File: src/rtl/rcs_pkg.sv
package rcs_pkg;
  localparam int unsigned OFS_CTRL  = 0;
  localparam int unsigned OFS_SWRST = 1;
  localparam int unsigned OFS_STAT  = 2;

  localparam int unsigned START_BIT = 8;
  localparam int unsigned SWRST_BIT = 0;

  localparam int unsigned ST_BUSY_BIT = 0;
  localparam int unsigned ST_RATE_LSB = 1;
  localparam int unsigned ST_RST_BIT  = 3;
  localparam int unsigned ST_ERR_BIT  = 4;

  typedef enum logic [0:0] {
    RC_IDLE = 1'b0,
    RC_RUN  = 1'b1
  } rc_state_e;
endpackage

File: src/rtl/rcs_regif.sv
module rcs_regif
  import rcs_pkg::*;
#(
  parameter int unsigned DATA_W = 32,
  parameter int unsigned ADDR_W = 2,
  parameter int unsigned RATE_W = 2
) (
  input  logic              clk,
  input  logic              rst_n,
  input  logic [ADDR_W-1:0] addr,
  input  logic              wr,
  input  logic [DATA_W-1:0] wdata,
  input  logic              rd,
  input  logic              busy,
  input  logic [RATE_W-1:0] rate,
  input  logic              rst_active,
  output logic              start_req,
  output logic [RATE_W-1:0] start_rate,
  output logic              swr_req,
  output logic [DATA_W-1:0] rdata
);
  logic err_q;
  logic hit_start, hit_swr, collide, stat_rd;

  assign hit_start  = wr && (addr == ADDR_W'(OFS_CTRL))  && wdata[START_BIT];
  assign hit_swr    = wr && (addr == ADDR_W'(OFS_SWRST)) && wdata[SWRST_BIT];
  assign collide    = busy && (hit_start || hit_swr);
  assign start_req  = hit_start && !busy;
  assign swr_req    = hit_swr && !busy;
  assign start_rate = wdata[RATE_W-1:0];
  assign stat_rd    = rd && (addr == ADDR_W'(OFS_STAT));

  always_ff @(posedge clk) begin
    if (!rst_n)        err_q <= 1'b0;
    else if (collide)  err_q <= 1'b1;
    else if (stat_rd)  err_q <= 1'b0;
  end

  always_ff @(posedge clk) begin
    if (!rst_n) begin
      rdata <= '0;
    end else if (rd) begin
      rdata <= '0;
      if (stat_rd) begin
        rdata[ST_BUSY_BIT]                   <= busy;
        rdata[ST_RATE_LSB +: RATE_W]         <= rate;
        rdata[ST_RST_BIT]                    <= rst_active;
        rdata[ST_ERR_BIT]                    <= err_q;
      end
    end
  end

  // a refused command leaves the error flag set
  a_r8_err_set: assert property (@(posedge clk) disable iff (!rst_n)
    collide |=> err_q);
  // a status read with no new refusal clears the flag
  a_r8_err_clear: assert property (@(posedge clk) disable iff (!rst_n)
    (stat_rd && !collide) |=> !err_q);
endmodule

File: src/rtl/rcs_reconfig_fsm.sv
module rcs_reconfig_fsm
  import rcs_pkg::*;
#(
  parameter int unsigned RATE_W = 2
) (
  input  logic              clk,
  input  logic              rst_n,
  input  logic              start_req,
  input  logic [RATE_W-1:0] start_rate,
  input  logic              eng_done,
  output logic              busy,
  output logic [RATE_W-1:0] rate
);
  rc_state_e state_q;

  always_ff @(posedge clk) begin
    if (!rst_n) begin
      state_q <= RC_IDLE;
      rate    <= '0;
    end else begin
      unique case (state_q)
        RC_IDLE: if (start_req) begin
          state_q <= RC_RUN;
          rate    <= start_rate;
        end
        RC_RUN: if (eng_done) state_q <= RC_IDLE;
        default: state_q <= RC_IDLE;
      endcase
    end
  end

  assign busy = (state_q == RC_RUN);

  // done ends the rate change on the next cycle
  a_r5_done_ends: assert property (@(posedge clk) disable iff (!rst_n)
    (busy && eng_done) |=> !busy);
  // the code is held while the request is up
  a_r1_rate_stable: assert property (@(posedge clk) disable iff (!rst_n)
    (busy && $past(busy)) |-> $stable(rate));
  // done while idle starts nothing
  a_r5_idle_done: assert property (@(posedge clk) disable iff (!rst_n)
    (!busy && !start_req) |=> !busy);
endmodule

File: src/rtl/rcs_swr_pulse.sv
module rcs_swr_pulse #(
  parameter int unsigned SWR_CYCLES = 16,
  localparam int unsigned CNT_W = $clog2(SWR_CYCLES + 1)
) (
  input  logic clk,
  input  logic rst_n,
  input  logic swr_req,
  output logic active
);
  logic [CNT_W-1:0] cnt_q;

  always_ff @(posedge clk) begin
    if (!rst_n)           cnt_q <= '0;
    else if (swr_req)     cnt_q <= CNT_W'(SWR_CYCLES);
    else if (cnt_q != '0) cnt_q <= cnt_q - 1'b1;
  end

  assign active = (cnt_q != '0);

  // a command starts the pulse on the next cycle
  a_r3_pulse_starts: assert property (@(posedge clk) disable iff (!rst_n)
    swr_req |=> active);
  // the pulse cannot end early
  a_r3_no_early_end: assert property (@(posedge clk) disable iff (!rst_n)
    (active && cnt_q > 1) |=> active);
endmodule

File: src/rtl/rate_cmd_rst_seq.sv
module rate_cmd_rst_seq #(
  parameter int unsigned DATA_W     = 32,
  parameter int unsigned ADDR_W     = 2,
  parameter int unsigned RATE_W     = 2,
  parameter int unsigned SWR_CYCLES = 16
) (
  input  logic              clk,
  input  logic              rst_n,
  input  logic [ADDR_W-1:0] mm_addr,
  input  logic              mm_wr,
  input  logic [DATA_W-1:0] mm_wdata,
  input  logic              mm_rd,
  output logic [DATA_W-1:0] mm_rdata,
  output logic              cfg_en,
  output logic [RATE_W-1:0] cfg_rate,
  input  logic              cfg_done,
  output logic              link_rst_n
);
  logic              start_req, swr_req, busy, swr_active;
  logic [RATE_W-1:0] start_rate;

  rcs_regif #(.DATA_W(DATA_W), .ADDR_W(ADDR_W), .RATE_W(RATE_W)) u_regif (
    .clk        (clk),
    .rst_n      (rst_n),
    .addr       (mm_addr),
    .wr         (mm_wr),
    .wdata      (mm_wdata),
    .rd         (mm_rd),
    .busy       (busy),
    .rate       (cfg_rate),
    .rst_active (!link_rst_n),
    .start_req  (start_req),
    .start_rate (start_rate),
    .swr_req    (swr_req),
    .rdata      (mm_rdata)
  );

  rcs_reconfig_fsm #(.RATE_W(RATE_W)) u_fsm (
    .clk        (clk),
    .rst_n      (rst_n),
    .start_req  (start_req),
    .start_rate (start_rate),
    .eng_done   (cfg_done),
    .busy       (busy),
    .rate       (cfg_rate)
  );

  rcs_swr_pulse #(.SWR_CYCLES(SWR_CYCLES)) u_swr (
    .clk     (clk),
    .rst_n   (rst_n),
    .swr_req (swr_req),
    .active  (swr_active)
  );

  assign cfg_en     = busy;
  assign link_rst_n = rst_n && !busy && !swr_active;

  // the enable never rises without the link held in reset
  a_r4_en_with_reset: assert property (@(posedge clk) disable iff (!rst_n)
    cfg_en |-> !link_rst_n);
  // ending the request releases the link unless a pulse runs
  a_r5_release: assert property (@(posedge clk) disable iff (!rst_n)
    ($fell(cfg_en) && !swr_active) |-> link_rst_n);
endmodule

File: config.mk
export PLATFORM = sky130hd
export DESIGN_NAME = rate_cmd_rst_seq
export DESIGN_NICKNAME = d
export VERILOG_FILES = /design/src/rtl/rcs_pkg.sv /design/src/rtl/rcs_regif.sv /design/src/rtl/rcs_reconfig_fsm.sv /design/src/rtl/rcs_swr_pulse.sv /design/src/rtl/rate_cmd_rst_seq.sv
export SDC_FILE = /design/constraint.sdc
export NUM_CORES = 1
export LEC_CHECK = 0
export ABC_AREA = 0
export BUFFER_PORTS_ARGS = -buffer_cell sky130_fd_sc_hd__buf_2
export CAP_MARGIN = 20
export CELL_PAD_IN_SITES_DETAIL_PLACEMENT = 1
export CELL_PAD_IN_SITES_GLOBAL_PLACEMENT = 1
export CORE_MARGIN = 2
export CORE_UTILIZATION = 23
export CTS_BUF_LIST = sky130_fd_sc_hd__clkbuf_2 sky130_fd_sc_hd__clkbuf_4 sky130_fd_sc_hd__clkbuf_8
export DETAILED_ROUTE_END_ITERATION = 12
export PLACE_DENSITY = 0.76
export REMOVE_ABC_BUFFERS = 1
export SKIP_CTS_REPAIR_TIMING = 1
export SYNTH_ARGS = -nofsm -noshare
export SYNTH_HDL_FRONTEND = slang
export SYNTH_SLANG_ARGS = --single-unit
File: constraint.sdc
create_clock -name clk -period 1.6 [get_ports clk]
set_clock_uncertainty 0.15 [all_clocks]
set_input_delay 0.16 -clock clk [delete_from_list [all_inputs] [get_ports clk]]
set_output_delay 0.16 -clock clk [all_outputs]
set_load 0.02 [all_outputs]
# ---- Word level (Yosys, flattened, before mapping)
# Cells that the tools add are included.
dict set report word_totals {
  ff_bits 14
}
dict set report classes {
  n_addsub 1
  reduce_logical 20
  n_eq_ne 2
  bitwise_logic 2
  muxes 8
}
# cell count
set op_table {}
lappend op_table {{5-bit 2-to-1 mux} 3}
lappend op_table {{1-bit logical AND} 10}
lappend op_table {{5-bit nonzero test} 1}
lappend op_table {{5-bit by 1-bit subtractor with 5-bit output (second input constant)} 1}
lappend op_table {{1-bit 2-to-1 mux} 4}
lappend op_table {{2-bit nonzero test} 2}
lappend op_table {{1-bit zero test} 3}
lappend op_table {{2-bit by 1-bit == test with 1-bit output (second input constant)} 1}
lappend op_table {{2-bit == test (second input constant)} 1}
lappend op_table {{2-bit zero test} 1}
lappend op_table {{1-bit inverter} 2}
lappend op_table {{1-bit one-hot mux with 2 select lines} 1}
lappend op_table {{2-bit AND reduction} 1}
lappend op_table {{2-bit OR reduction} 1}
lappend op_table {{1-bit logical OR} 1}

# ---- Logic depth before layout (Yosys ltp)
dict set report logic_depth {
  word_depth 6
  ltp_mapped 5
}

# ---- Modules after synthesis
# A second synthesis with hierarchy kept.
dict set report unflattened {
  cells_unflattened 98
  hier_area_um2 870.8
}
# module cells_per_inst instances seq_area_each_um2 area_per_inst_um2
set modules_own_cells {}
lappend modules_own_cells {rcs_regif 60 1 120.1 496.7}
lappend modules_own_cells {rcs_swr_pulse 24 1 100.1 235.2}
lappend modules_own_cells {rcs_reconfig_fsm 12 1 60.1 122.6}
lappend modules_own_cells {rate_cmd_rst_seq 2 1 0.0 16.3}

# ---- Worst setup path before layout
# No wires, ideal clock.
dict set report synth_path {
  kind {reg-to-output}
  startpoint {register u_swr.cnt_q[0]}
  endpoint {output port link_rst_n}
  t_arrival_ns 1.381
  slack_ns -0.091
  path_stages_with_launch 6
  t_required_ns 1.290
  n_path_buf 0
  path_cell_list {dfxtp_1 inv_1 ha_1 or4b_4 nor2_2 and2_1}
}
dict set report synth_between {
  elab_chain_len 3
}
# item line_no
set synth_lines {}
lappend synth_lines {{start, declared} rcs_swr_pulse.sv:10} ;# logic [CNT_W-1:0] cnt_q;
lappend synth_lines {{start signal, assigned} rcs_swr_pulse.sv:14} ;# else if (swr_req) cnt_q <= CNT_W'(SWR_CYCLES);
lappend synth_lines {{start signal, assigned} rcs_swr_pulse.sv:15} ;# else if (cnt_q != '0) cnt_q <= cnt_q - 1'b1;
lappend synth_lines {{5-bit nonzero test} rcs_swr_pulse.sv:18} ;# assign active = (cnt_q != '0);
lappend synth_lines {{1-bit zero test} rate_cmd_rst_seq.sv:56} ;# assign link_rst_n = rst_n && !busy && !swr_active;
lappend synth_lines {{1-bit logical AND} rate_cmd_rst_seq.sv:56}
lappend synth_lines {{end, declared} rate_cmd_rst_seq.sv:17} ;# output logic link_rst_n
# Every way passes these cells.

# ---- Final worst setup path
dict set report layout_path {
  startpoint {register u_swr.cnt_q[1]}
  endpoint {output port link_rst_n}
}
# Same word-level chain as after synthesis.

==> flow_metrics.py <==
metrics = {
    "setup_path": {
        "max_stage_delay_ns": 0.47,
        "ff2ff_setup_slack_ns": -0.07,
        "crit_arrival_ns": 1.61,
        "r2r_start": "u_swr.cnt_q[1]$_SDFFE_PP0P_",
        "critPathKind": "reg -> out",
        "crit_required_ns": 1.29,
        "slowest_stage": "or4b_4",
        "r2r-end": "u_swr.cnt_q[0]$_SDFFE_PP0P_",
        "worstSetupStartpointType": "flip-flop",
        "cp-end-kind": "output port",
        "crit_chain": "inv_2 > ha_4 > or4b_4 > nor2_4 > and2_4 > buf_6",
        "crit_fanout": 2,
        "reg2regPathDepth": 7,
    },
    "sta": {
        "max_freq_mhz": 521,
        "setup_slack_ns": -0.321,
        "fin_crit_ns": 1.92,
        "final.period_utilization_pct": 120,
        "final-max-slew-violation-count": 0,
        "rsz0062_at_grt": "yes",
        "hold_violations": 0,
        "setup_tns_ns": -0.446,
        "finalSetupViolations": 3,
    },
    "place": {
        "post-place-cells": 170,
        "hpwl_microns": 1300,
        "port_buffers": 18,
        "gp_congestion": 0.674,
    },
    "yosys": {
        "yosys_register_bits": 14,
        "syn-instance-count": 98,
        "synth_cell_types": 27,
        "seq_area_frac_synth_pct": 33.0,
        "syn_avg_cell_area_sq_um": 8.67,
        "netlist_area_sq_um": 850,
        "ys.warnings.count": 0,
    },
    "route": {
        "viasPerCell": 3.80,
        "drt_iter0_drc": 14,
        "firstDrtPassIters": 4,
        "drt-total-wl_microns": 1770,
        "vias": 672,
        "drc_errors": 0,
        "ant_nets": 0,
        "post_drt_wl_per_cell_microns": 9.98,
    },
    "global_routing": {
        "grt_max_degree": 16,
        "antenna_found_initial": 0,
        "grt_pass1_wl_microns": 2880,
        "grt_pass1_vias": 639,
        "grt_overflow": 0,
        "grtUsageTotal_pct": 9.01,
    },
    "floorplanning": {
        "die_h_microns": 64.8,
        "initial_utilization_pct": 23.6,
        "pin_count": 75,
        "rows": 22,
        "die_area_sq_um": 4200,
        "die_w_microns": 64.8,
        "core_area_sq_um": 3610,
    },
    "clock_network": {
        "clock_latency_ns": 0.25,
        "clock-sinks": 14,
        "htree_num_levels": 1,
        "cts_buffers": 3,
        "path_clk_slew_ns": 0.06,
        "clockBufferDepth": 2,
        "cts_root_buffer": "clkbuf_8",
        "cts_tree": "done",
    },
    "outcome": {
        "violations": "setup timing",
        "outcome": "complete, but fails checks",
    },
    "power_and_ir_drop": {
        "power.density_nw_per_um2": 1390,
        "peakVddDrop_uv": 546,
        "power_mw": 1.51,
        "p_leak_nw": 0.490,
    },
    "cells_and_area": {
        "areaGrowthSynthToFinish_pct": 28.0,
        "fin_nets": 170,
        "fillers": 449,
        "drive_above_1_share_pct": 37.2,
        "stdcell_count": 177,
        "num_antenna_cells": 0,
    },
    "min_path": {
        "hold_start": "mm_wdata[1]",
        "min_to": "u_fsm.rate[1]$_SDFFE_PN0P_",
        "hp-class": "in -> reg",
        "hold_depth": 3,
    },
    "job": {
        "max-cap-violations": 0,
    },
}
-- cells by family after synthesis --
family	after synthesis	share of synthesized area, %
compound gates	13	11.6
other cells	1	0.441
flops	14	33.0
buf+inv	31	25.6
mux	2	2.36
simple gates	34	23.4
xor+xnor	2	2.06
fa+ha+maj	1	1.47
-- registers in the layout, indices dropped and copies added (netlist names) --
| signal | cells |
|---|---|
| u_regif.rdata | 5 |
| u_fsm.rate | 2 |
| u_swr.cnt_q | 5 |
| u_fsm.busy | 1 |
| u_regif.err_q | 1 |
-- layout by cell type (no fill, tap or decap), types with 3 or more instances in the layout --
master / synthesis / final
a21boi_0: 6 / 6
buf_2: 0 / 17
buf_4: 27 / 11
clkbuf_8: 0 / 4
conb_1: 1 / 27
dfxtp_1: 14 / 12
nand2_1: 5 / 5
nand2b_1: 5 / 5
nand3_1: 5 / 5
nor2_1: 5 / 4
nor2_4: 1 / 3
nor3_1: 4 / 4
o21a_1: 3 / 3
-- Yosys cell counts --
library cell / n / share of area [%]
a211oi_2: 1 / 1.5
a21boi_0: 6 / 5.3
a21oi_1: 1 / 0.59
and2_1: 1 / 0.74
buf_4: 27 / 24
clkbuf_1: 2 / 0.88
conb_1: 1 / 0.44
dfxtp_1: 14 / 33
ha_1: 1 / 1.5
inv_1: 2 / 0.88
mux2i_1: 2 / 2.4
nand2_1: 5 / 2.2
nand2b_1: 5 / 3.7
nand3_1: 5 / 2.9
nand3b_1: 2 / 1.8
nor2_1: 5 / 2.2
nor2_2: 1 / 0.74
nor2_4: 1 / 1.3
nor2b_1: 2 / 1.5
nor3_1: 4 / 2.4
nor4b_1: 1 / 1.0
o21a_1: 3 / 2.7
o21ai_1: 1 / 0.59
o21ai_2: 1 / 1.0
or3b_4: 1 / 1.3
or4b_4: 1 / 1.6
xnor2_1: 2 / 2.1
-- critical path, delay by kind of cell (launching register included) --
family / cells / cell delay, ns
adder cells (fa/ha/maj): 1 / 0.13
AND/OR/NAND/NOR: 3 / 0.73
flip-flops: 1 / 0.32
buffers and inverters: 2 / 0.18
-- layout make-up --
| cell class | count | area [sq um] | area share, % |
|---|---|---|---|
| Inverter | 2 | 7.51 | 0.690 |
| Multi-Input combinational cell | 79 | 492 | 45.2 |
| Clock buffer | 4 | 55.1 | 5.06 |
| Timing Repair Buffer | 30 | 190 | 17.5 |
| Tap cell | 48 | 60.1 | 5.52 |
| Sequential cell | 14 | 283 | 26.0 |
-- worst max-delay path by stage --
| stage | to | start |
|---|---|---|
| after global routing | link_rst_n | u_swr.cnt_q[1]$_SDFFE_PP0P_ |
| after global placement | link_rst_n | u_swr.cnt_q[0]$_SDFFE_PP0P_ |
| final | link_rst_n | u_swr.cnt_q[1]$_SDFFE_PP0P_ |
| after CTS | link_rst_n | u_swr.cnt_q[0]$_SDFFE_PP0P_ |
| after floorplan | link_rst_n | u_swr.cnt_q[0]$_SDFFE_PP0P_ |
| after detailed placement | link_rst_n | u_swr.cnt_q[0]$_SDFFE_PP0P_ |
-- through the flow --
stage / setup slack [ns] / util (%) / area (sq um) / hold WS, ns
after global placement: -0.114 / 26.5 / 955 / 0.265
after floorplan: -0.0912 / - / 737 / 0.128
after CTS: -0.376 / 28.0 / 1010 / 0.0155
after global routing: -0.375 / 30.2 / 1090 / 0.0293
after detailed placement: -0.102 / 26.5 / 955 / 0.277
final: -0.321 / 30.2 / 1090 / 0.0118
-- power breakdown --
part / leakage (nW) / internal (mW) / switching, mW
logic: 0.346 / 0.405 / 0.337
clock network: 0.0288 / 0.218 / 0.132
registers: 0.114 / 0.395 / 0.0247
total: 0.490 / 1.02 / 0.493
-- metal layers --
metal  track usage (%)  vias to the layer above  part of all wire [%]
met4              4.79                        0                   1.3
li1                  -                      332                     -
met1              11.4                      305                    45
met5                 0                        -                     0
met2              13.9                       33                    47
met3              2.43                        2                   6.7
(Power assumes the default switching activity.)
